`src/rtl/fcvt_pkg.sv`:
```
package fcvt_pkg;
  localparam int DBL_W  = 64;
  localparam int EXP_W  = 11;
  localparam int FRC_W  = 52;
  localparam int BIAS   = 1023;
  localparam int RES_W  = 64;
  localparam int NARROW = 32;

  typedef enum logic [1:0] {
    MODE_S64 = 2'b00,
    MODE_U64 = 2'b01,
    MODE_S32 = 2'b10,
    MODE_U32 = 2'b11
  } cvt_mode_e;

  function automatic logic mode_signed(input cvt_mode_e m);
    return (m == MODE_S64) || (m == MODE_S32);
  endfunction

  function automatic logic mode_narrow(input cvt_mode_e m);
    return (m == MODE_S32) || (m == MODE_U32);
  endfunction

  // Largest representable positive magnitude of the destination type.
  function automatic logic [RES_W-1:0] pos_limit(input cvt_mode_e m);
    int drop;
    drop = (mode_narrow(m) ? RES_W - NARROW : 0) + (mode_signed(m) ? 1 : 0);
    return {RES_W{1'b1}} >> drop;
  endfunction

  // Largest representable negative magnitude of the destination type.
  function automatic logic [RES_W-1:0] neg_limit(input cvt_mode_e m);
    if (!mode_signed(m)) return '0;
    return mode_narrow(m) ? (RES_W'(1) << (NARROW - 1)) : (RES_W'(1) << (RES_W - 1));
  endfunction
endpackage

```
`src/rtl/fcvt_classify.sv`:
```
module fcvt_classify
  import fcvt_pkg::*;
#(
  parameter int EW = EXP_W,
  parameter int FW = FRC_W,
  parameter int BS = BIAS
) (
  input  logic [EW+FW:0] op,
  output logic           sign,
  output logic           is_nan,
  output logic           below_one,
  output logic [EW-1:0]  unb_exp,
  output logic [FW:0]    mant
);
  logic [EW-1:0] exp_f;
  logic [FW-1:0] frc_f;

  assign sign      = op[EW+FW];
  assign exp_f     = op[EW+FW-1:FW];
  assign frc_f     = op[FW-1:0];
  assign is_nan    = (&exp_f) && (|frc_f);
  // Zeros and subnormals also fall here: their magnitude is below one.
  assign below_one = exp_f < EW'(BS);
  assign unb_exp   = exp_f - EW'(BS);
  assign mant      = {1'b1, frc_f};
endmodule

```
`src/rtl/fcvt_align.sv`:
```
module fcvt_align
  import fcvt_pkg::*;
#(
  parameter int EW = EXP_W,
  parameter int FW = FRC_W,
  parameter int OW = RES_W
) (
  input  logic [FW:0]   mant,
  input  logic [EW-1:0] unb_exp,
  input  logic          below_one,
  output logic [OW-1:0] mag,
  output logic          mag_big
);
  localparam int PAD = OW - FW - 1;

  logic [OW-1:0] wide;
  logic [EW-1:0] rsh;
  logic [EW-1:0] lsh;

  assign wide    = {{PAD{1'b0}}, mant};
  assign rsh     = EW'(FW) - unb_exp;
  assign lsh     = unb_exp - EW'(FW);
  // Infinity lands here too, since its exponent exceeds every width.
  assign mag_big = !below_one && (unb_exp >= EW'(OW));

  always_comb begin
    if (below_one || mag_big) begin
      mag = '0;
    end else if (unb_exp <= EW'(FW)) begin
      mag = wide >> rsh;
    end else begin
      mag = wide << lsh;
    end
  end
endmodule

```
`src/rtl/fcvt_saturate.sv`:
```
module fcvt_saturate
  import fcvt_pkg::*;
#(
  parameter int OW = RES_W
) (
  input  cvt_mode_e     mode,
  input  logic          sign,
  input  logic          is_nan,
  input  logic [OW-1:0] mag,
  input  logic          mag_big,
  output logic [OW-1:0] result,
  output logic          invalid
);
  logic [OW-1:0] hi_lim;
  logic [OW-1:0] lo_lim;
  logic          over_hi;
  logic          over_lo;
  logic [OW-1:0] exact;

  assign hi_lim  = pos_limit(mode);
  assign lo_lim  = neg_limit(mode);
  assign over_hi = !is_nan && !sign && (mag_big || (mag > hi_lim));
  assign over_lo = !is_nan &&  sign && (mag_big || (mag > lo_lim));
  assign exact   = sign ? (~mag + OW'(1)) : mag;

  always_comb begin
    if (is_nan) begin
      result = '0;
    end else if (over_hi) begin
      result = hi_lim;
    end else if (over_lo) begin
      result = ~lo_lim + OW'(1);
    end else begin
      result = exact;
    end
  end

  assign invalid = is_nan || over_hi || over_lo;
endmodule

```
`src/rtl/fcvt_sat_top.sv`:
```
module fcvt_sat_top
  import fcvt_pkg::*;
#(
  parameter int EW = EXP_W,
  parameter int FW = FRC_W,
  parameter int OW = RES_W
) (
  input  logic          clk,
  input  logic          rst_n,
  input  logic          in_valid,
  output logic          in_ready,
  input  logic [EW+FW:0] in_op,
  input  logic [1:0]    in_mode,
  output logic          out_valid,
  input  logic          out_ready,
  output logic [OW-1:0] out_result,
  output logic          out_invalid
);
  logic          c_sign;
  logic          c_nan;
  logic          c_small;
  logic [EW-1:0] c_exp;
  logic [FW:0]   c_mant;
  logic [OW-1:0] a_mag;
  logic          a_big;
  logic [OW-1:0] s_res;
  logic          s_inv;
  logic          take;

  fcvt_classify #(.EW(EW), .FW(FW), .BS(BIAS)) u_cls (
    .op        (in_op),
    .sign      (c_sign),
    .is_nan    (c_nan),
    .below_one (c_small),
    .unb_exp   (c_exp),
    .mant      (c_mant)
  );

  fcvt_align #(.EW(EW), .FW(FW), .OW(OW)) u_aln (
    .mant      (c_mant),
    .unb_exp   (c_exp),
    .below_one (c_small),
    .mag       (a_mag),
    .mag_big   (a_big)
  );

  fcvt_saturate #(.OW(OW)) u_sat (
    .mode    (cvt_mode_e'(in_mode)),
    .sign    (c_sign),
    .is_nan  (c_nan),
    .mag     (a_mag),
    .mag_big (a_big),
    .result  (s_res),
    .invalid (s_inv)
  );

  assign in_ready = !out_valid || out_ready;
  assign take     = in_valid && in_ready;

  always_ff @(posedge clk) begin
    if (!rst_n) begin
      out_valid <= 1'b0;
    end else if (take) begin
      out_valid <= 1'b1;
    end else if (out_ready) begin
      out_valid <= 1'b0;
    end
  end

  always_ff @(posedge clk) begin
    if (!rst_n) begin
      out_result  <= '0;
      out_invalid <= 1'b0;
    end else if (take) begin
      out_result  <= s_res;
      out_invalid <= s_inv;
    end
  end
endmodule

```
`config.mk`:
```
export PLATFORM = sky130hd
export DESIGN_NAME = fcvt_sat_top
export DESIGN_NICKNAME = d
export VERILOG_FILES = /design/src/rtl/fcvt_pkg.sv /design/src/rtl/fcvt_classify.sv /design/src/rtl/fcvt_align.sv /design/src/rtl/fcvt_saturate.sv /design/src/rtl/fcvt_sat_top.sv
export SDC_FILE = /design/constraint.sdc
export NUM_CORES = 1
export LEC_CHECK = 0
export BUFFER_PORTS_ARGS = -buffer_cell sky130_fd_sc_hd__buf_4
export CAP_MARGIN = 20
export CORE_ASPECT_RATIO = 0.6
export CORE_UTILIZATION = 30
export DETAILED_ROUTE_END_ITERATION = 8
export SLEW_MARGIN = 20
export SYNTH_ARGS = -nofsm -noshare
export SYNTH_HDL_FRONTEND = slang
export SYNTH_SLANG_ARGS = --single-unit
```
`constraint.sdc`:
```
create_clock -name clk -period 9 [get_ports clk]
set_input_delay 1.8 -clock clk [delete_from_list [all_inputs] [get_ports clk]]
set_output_delay 1.8 -clock clk [all_outputs]
set_load 0.02 [all_outputs]
```
# Word-level counts from Yosys, hierarchy flattened
# Index checks and enable logic that the tools add are counted.
[op_classes]
bitwise = 2
n_addsub = 6
shift = 3
muxes = 12
n_lt_le_gt_ge = 5
n_eq_ne = 2
reduce_logical = 23
[op_table]
columns = ["op", "n"]
rows = [
  ["$mux W64", 8],
  ["$add A64 B1 Y64 const B", 2],
  ["$gt A64 B64 Y1", 2],
  ["$not A64 Y64", 2],
  ["$shl A53 B11 Y64", 1],
  ["$shr A53 B11 Y64", 1],
  ["$shr A64 B32 Y64 const A", 1],
  ["$reduce_or A52 Y1", 1],
  ["$add A32 B32 Y32", 1],
  ["$ge A11 B7 Y1 const B", 1],
  ["$le A11 B6 Y1 const B", 1],
  ["$lt A11 B10 Y1 const B", 1],
  ["$reduce_and A11 Y1", 1],
  ["$sub A11 B10 Y11 const B", 1],
  ["$sub A11 B6 Y11 const B", 1],
  ["$sub A6 B11 Y11 const A", 1],
  ["$logic_or A1 B1 Y1", 8],
  ["$logic_and A1 B1 Y1", 7],
  ["$mux W6", 1],
  ["$eq A2 B2 Y1 const B", 2],
  ["$logic_not A1 Y1", 4],
  ["$mux W1", 3],
  ["$logic_not A2 Y1", 1],
  ["$reduce_bool A2 Y1", 1],
]
[word_totals]
out_inout_bits = 67
word_cells = 56
inputBits = 70
register_bits = 66

# Logic depth before layout (Yosys ltp)
[logic_depth]
depth_word = 11
depth_mapped = 35

# By module
# A second synthesis with hierarchy kept.
[unflattened]
hier_cells = 1873
area_unflattened_um2 = 15180.8
[by_module_without_submodules]
columns = ["mod", "cells_per_inst", "n_inst", "area_each_um2"]
rows = [
  ["fcvt_align", 1023, 1, 8675.8],
  ["fcvt_saturate", 465, 1, 3165.5],
  ["fcvt_sat_top", 287, 1, 2636.3],
  ["fcvt_classify", 98, 1, 703.2],
]

# Worst setup path before layout
# OpenSTA, ideal clock, no wires.
[synth_timing]
path_kind = "input to register"
from = "input in_op[52]"
to = "register out_result[44]"
stages = 34
setup_slack_ps = 991
t_arrival_ps = 7895
n_path_buf = 10
cell_sequence = "ha_1 > buf_6 > buf_6 > xor2_4 > inv_4 > buf_6 > buf_2 > buf_1 > ha_1 > xor2_1 > xnor2_1 > clkbuf_1 > buf_2 > buf_2 > buf_1 > nor2_1 > a32o_1 > o21ai_0 > inv_1 > ha_1 > nand2_1 > nor2_1 > nand2_1 > nor2_1 > and3_1 > nand3_1 > nor4_1 > and4_1 > a21oi_1 > nor2b_1 > clkbuf_1 > or2_1 > o21ai_1 > nand2_1"
[synth_between]
elab_chain_cells = 11
word_cells_on_any_way = 30
[synth_lines]
columns = ["item", "line_no", "source"]
rows = [
  ["start, declared", "fcvt_sat_top.sv:12", "input logic [EW+FW:0] in_op,"],
  ["$sub A11 B10 Y11 / $lt A11 B10 Y1 (equally long branches)", "fcvt_classify.sv:24, fcvt_classify.sv:23", ""],
  ["$sub A11 B6 Y11, or another cell as far along", "fcvt_align.sv:22", "assign lsh = unb_exp - EW'(FW);"],
  ["$shl A53 B11 Y64, or another cell as far along", "fcvt_align.sv:32", "mag = wide << lsh;"],
  ["$mux W64 / $logic_or A1 B1 Y1 (equally long branches)", "fcvt_align.sv:29, fcvt_align.sv:27", ""],
  ["$mux W64", "fcvt_align.sv:27", "if (below_one || mag_big) begin"],
  ["$not A64 Y64 / $gt A64 B64 Y1 (equally long branches)", "fcvt_saturate.sv:24, fcvt_saturate.sv:23", ""],
  ["$add A64 B1 Y64 / $logic_or A1 B1 Y1 (equally long branches)", "fcvt_saturate.sv:24, fcvt_saturate.sv:23", ""],
  ["$mux W64 / $logic_and A1 B1 Y1 (equally long branches)", "fcvt_saturate.sv:24, fcvt_saturate.sv:23", ""],
  ["$mux W64", "fcvt_saturate.sv:31", "end else if (over_lo) begin"],
  ["$mux W64", "fcvt_saturate.sv:29", "end else if (over_hi) begin"],
  ["$mux W64 *", "fcvt_saturate.sv:27", "if (is_nan) begin"],
  ["end signal, assigned", "fcvt_sat_top.sv:75", "out_result <= s_res;"],
  ["end, declared", "fcvt_sat_top.sv:16", "output logic [OW-1:0] out_result,"],
]
# Mark *: on every way between the ends. The rest lies on a longest branch, timed or not.
# A chain may end at the register's enable or synchronous reset.

# Worst setup path in the final report
[layout_timing]
from = "input in_op[52]"
to = "register out_result[51]"
# Same word-level chain as after synthesis.

==> results.md <==
* Netlist cell types at 115
* Tot GR Track Use at between 20% and 30%
* Critical path startpoint: in_op[52]
* Register area share after synthesis at a little under a tenth
* Slowest CP cell: mux2i_1
* Final worst slack at 0.930 ns
* Vias in the first global route at 14800
* Met1 usage at 42.7%
* Remaining antenna violation count at 0
* Final worst-path cycle share at 89.7%
* Synth Net Count at 1978
* Crit path top cell by count: o21ai_0
* Endpoints failing setup at 0
* Reg-to-reg slack, setup at 6.44 ns
* Starting density of the core at 30.8%
* Clock period minus worst slack at roughly 8.1 ns
* Leak at roughly 6.5 nW
* Reg2reg start: out_valid
* Initial drt markers at 2278
* Die Span Y at approximately 170 um
* CTS buffer count at 9
* Outcome: completed
* Pwr Total at 1.96 mW
* Worst path max stage delay at around 0.63 ns
* Seq cells post-synth at 66
* Vias per cell at 6.32
* Nets at 2037
* HPWL after detailed placement at about 57 mm
* PD cells at 124 nW/um^2
* Gate power share at 67.0%
* # rows at 60
* CTS H-tree lvls at 3
* M3 GR Usage at 13.0%
* Setup Fix Bufs, Post-CTS at 0
* Port Buffers at 136
* Yosys warns at 0
* Final routed DRC violation total at 0
* 1st-pass router iterations at 6
* CORE AREA at 45300 sq um
* Clock Latency Late Sink at 0.35 ns
* RD Place Congestion at 1.04
* Ratio of cells with drive above 1 in the final layout at 20.3%
* Fraction of registers with async set/reset at 0%
* CTS resizes at 0
* Die area at 47400 sq um
* Slew Limit Fails at 0
* Synth Flop Type: dfxtp_1
* NetSw at 1.02 mW
* Post-DP Area at 15500 sq um
* Final Hold Viols at 0
* Net Sw Frac at a little over half
* Avg Synthesized Cell Area at approximately 7.5 sq um
* Global route hottest layer: met1
* DIE WIDTH at 280 um
* Crit path DAT at roughly 8.4 ns
* Final instance area at 15800 sq um
* Worst setup endpoint: out_result[51]
* Worst Setup End Kind: flop
* Flop pwr share at 16.7%
* Clock sink count at 66
* Capturing point of the worst reg2reg path: out_result[34]
* Least-Margin Pin Slew at 1.40 ns
* Post-synth EDFFs at 0
* Syn Inst Count at 1868
* Largest net degree at the start of global routing at 71
* Fmax achieved at 124 MHz
* Initial antenna violation count at 4
* Max rail drop VDD at 0.0000711 V
* CP Launch Type: primary input
* Crit path required time at a little over 9 ns
* WL final at ~70 mm
* GRT met2 Usage at between 30% and 40%
* Mapped Area at 13900 sq um
* Setup Skew at 0.00784 ns
* Via Count at 16100
* Setup Total Neg Slack at 0 ns
* Clock Power Share at 16.3%
* Crit path max fanout at 46
* Internal power at 0.938 mW
* Synth-to-Final Area Change at 13.0%
* CTS max path bufs at 2
* Io pins at roughly 140
* Worst relative slew slack at 6.01%
* Max Cap Violations at 0
* HP Class: flop to flop
* R2R depth at 8
* Clock transition at path regs at 0.06 ns
* Average wire per standard cell at 27.3 um
* Root buf cell: clkbuf_16
* CTS tree: yes
* Global-route wire length before repair at 101 mm
* Worst slack, placed at 0.786 ns
* Global route overflow at 0
* Crit Path Category: primary input to flop
* Cts hold-fix bufs at 0
* Unrepaired setup endpoints after global routing: false
==> through the flow <==
| step | hold WS, ns | std cells | utilization, % |
|---|---|---|---|
| 2_1_floorplan | 0.517 | 1868 | - |
| 3_3_place_gp | 0.442 | 2535 | 34.1 |
| 3_5_place_dp | 0.432 | 2536 | 34.2 |
| 4_1_cts | 0.450 | 2551 | 34.7 |
| 5_1_grt | 0.472 | 2552 | 34.8 |
| 6_report | 0.449 | 2553 | 34.8 |
==> layout by cell type, fill, tap and decap left out, types with 22 or more instances in the layout <==
master,synthesis,final
xor2_1,23,22
buf_4,22,196
mux2i_1,146,146
o211ai_1,38,38
nor2_1,151,150
o21ai_0,108,108
mux2_2,37,37
nand4_1,23,23
nand2_1,224,224
nor4_1,28,27
ha_1,40,39
and3_1,22,22
a21oi_1,139,139
dfxtp_1,66,66
inv_1,35,35
nand3_1,58,58
o21ai_1,34,34
a211oi_1,24,24
nor3_1,44,44
xnor2_1,50,48
mux4_2,52,52
o22ai_1,22,22
==> Yosys cell counts, drive strengths merged (19+ instances only) <==
cell | count | area, sq um
mux4 | 52 | 1170
nand2 | 228 | 866
ha | 40 | 500
o211ai | 38 | 285
o21ai | 143 | 727
nand4 | 27 | 211
and3 | 22 | 138
nand3 | 63 | 340
nand2b | 20 | 125
nor3 | 48 | 273
clkbuf | 46 | 173
inv | 39 | 149
xnor2 | 53 | 487
buf | 104 | 642
a31oi | 22 | 174
xor2 | 25 | 245
mux2 | 38 | 428
o31ai | 19 | 161
mux2i | 146 | 1460
a211oi | 26 | 205
nor2 | 157 | 604
dfxtp | 66 | 1320
o22ai | 24 | 163
a21oi | 144 | 747
nor4 | 32 | 260
==> area by class of cell <==
cell class / count / area [sq um]
fillers: 4884 / 29600
multi-input cells: 1612 / 11700
repair buffers: 198 / 1520
flip-flops and latches: 66 / 1320
well taps: 620 / 776
clock buffers: 10 / 239
inverters: 40 / 153
clock inverters: 5 / 31.3
diodes: 2 / 5.00
==> sequential cells by signal, summed over array words and instances (netlist names) <==
signal       count
out_result      64
out_invalid      1
out_valid        1
==> layer usage <==
| layer | part of all wire (%) | up-vias | wire length (um) |
|---|---|---|---|
| met5 | 0 | - | 0 |
| met4 | 1.3 | 0 | 929 |
| met3 | 14 | 65 | 9770 |
| met2 | 38 | 898 | 26200 |
| met1 | 47 | 7956 | 32800 |
| li1 | - | 7207 | - |
==> worst max-delay path: cells and delay by family <==
family | cells | cell delay [ns]
muxes | 3 | 1.31
buffers and inverters | 3 | 0.75
AOI/OAI and AO/OA | 13 | 2.83
and+or+nand+nor | 5 | 0.65
adders and majority gates | 2 | 0.94
==> power by group through the flow <==
stage / clock (mW) / combinational [mW] / sequential, mW
after floorplan: 0 / 0.766 / 0.358
after global placement: 0 / 1.25 / 0.333
after detailed placement: 0 / 1.25 / 0.333
after CTS: 0.327 / 1.25 / 0.327
after global routing: 0.340 / 1.36 / 0.329
final: 0.320 / 1.31 / 0.327
==> logic make-up (layout without fill, tap and decap cells) <==
kind of cell | Yosys count | in the layout | share of synthesized area (%)
buffers and inverters | 190 | 253 | 6.94
adders and majority gates | 40 | 40 | 3.59
AOI/OAI and AO/OA | 577 | 577 | 28.2
muxes | 236 | 236 | 21.9
and+or+nand+nor | 681 | 681 | 24.6
xor gates and xnor gates | 78 | 78 | 5.25
other | 0 | 2 | 0
DFF | 66 | 66 | 9.47
==> worst min-delay path by stage <==
stage / from / end / slack, ns / cells past startpoint
finish: out_result[44] / out_result[44] / 0.45 / 2
detailed placement: out_result[49] / out_result[49] / 0.43 / 2
global route: out_result[48] / out_result[48] / 0.47 / 2
floorplan: out_result[42] / out_result[42] / 0.52 / 2
global placement: out_result[52] / out_result[52] / 0.44 / 2
CTS: out_result[49] / out_result[49] / 0.45 / 2
Power figures use the tool's default switching activity.
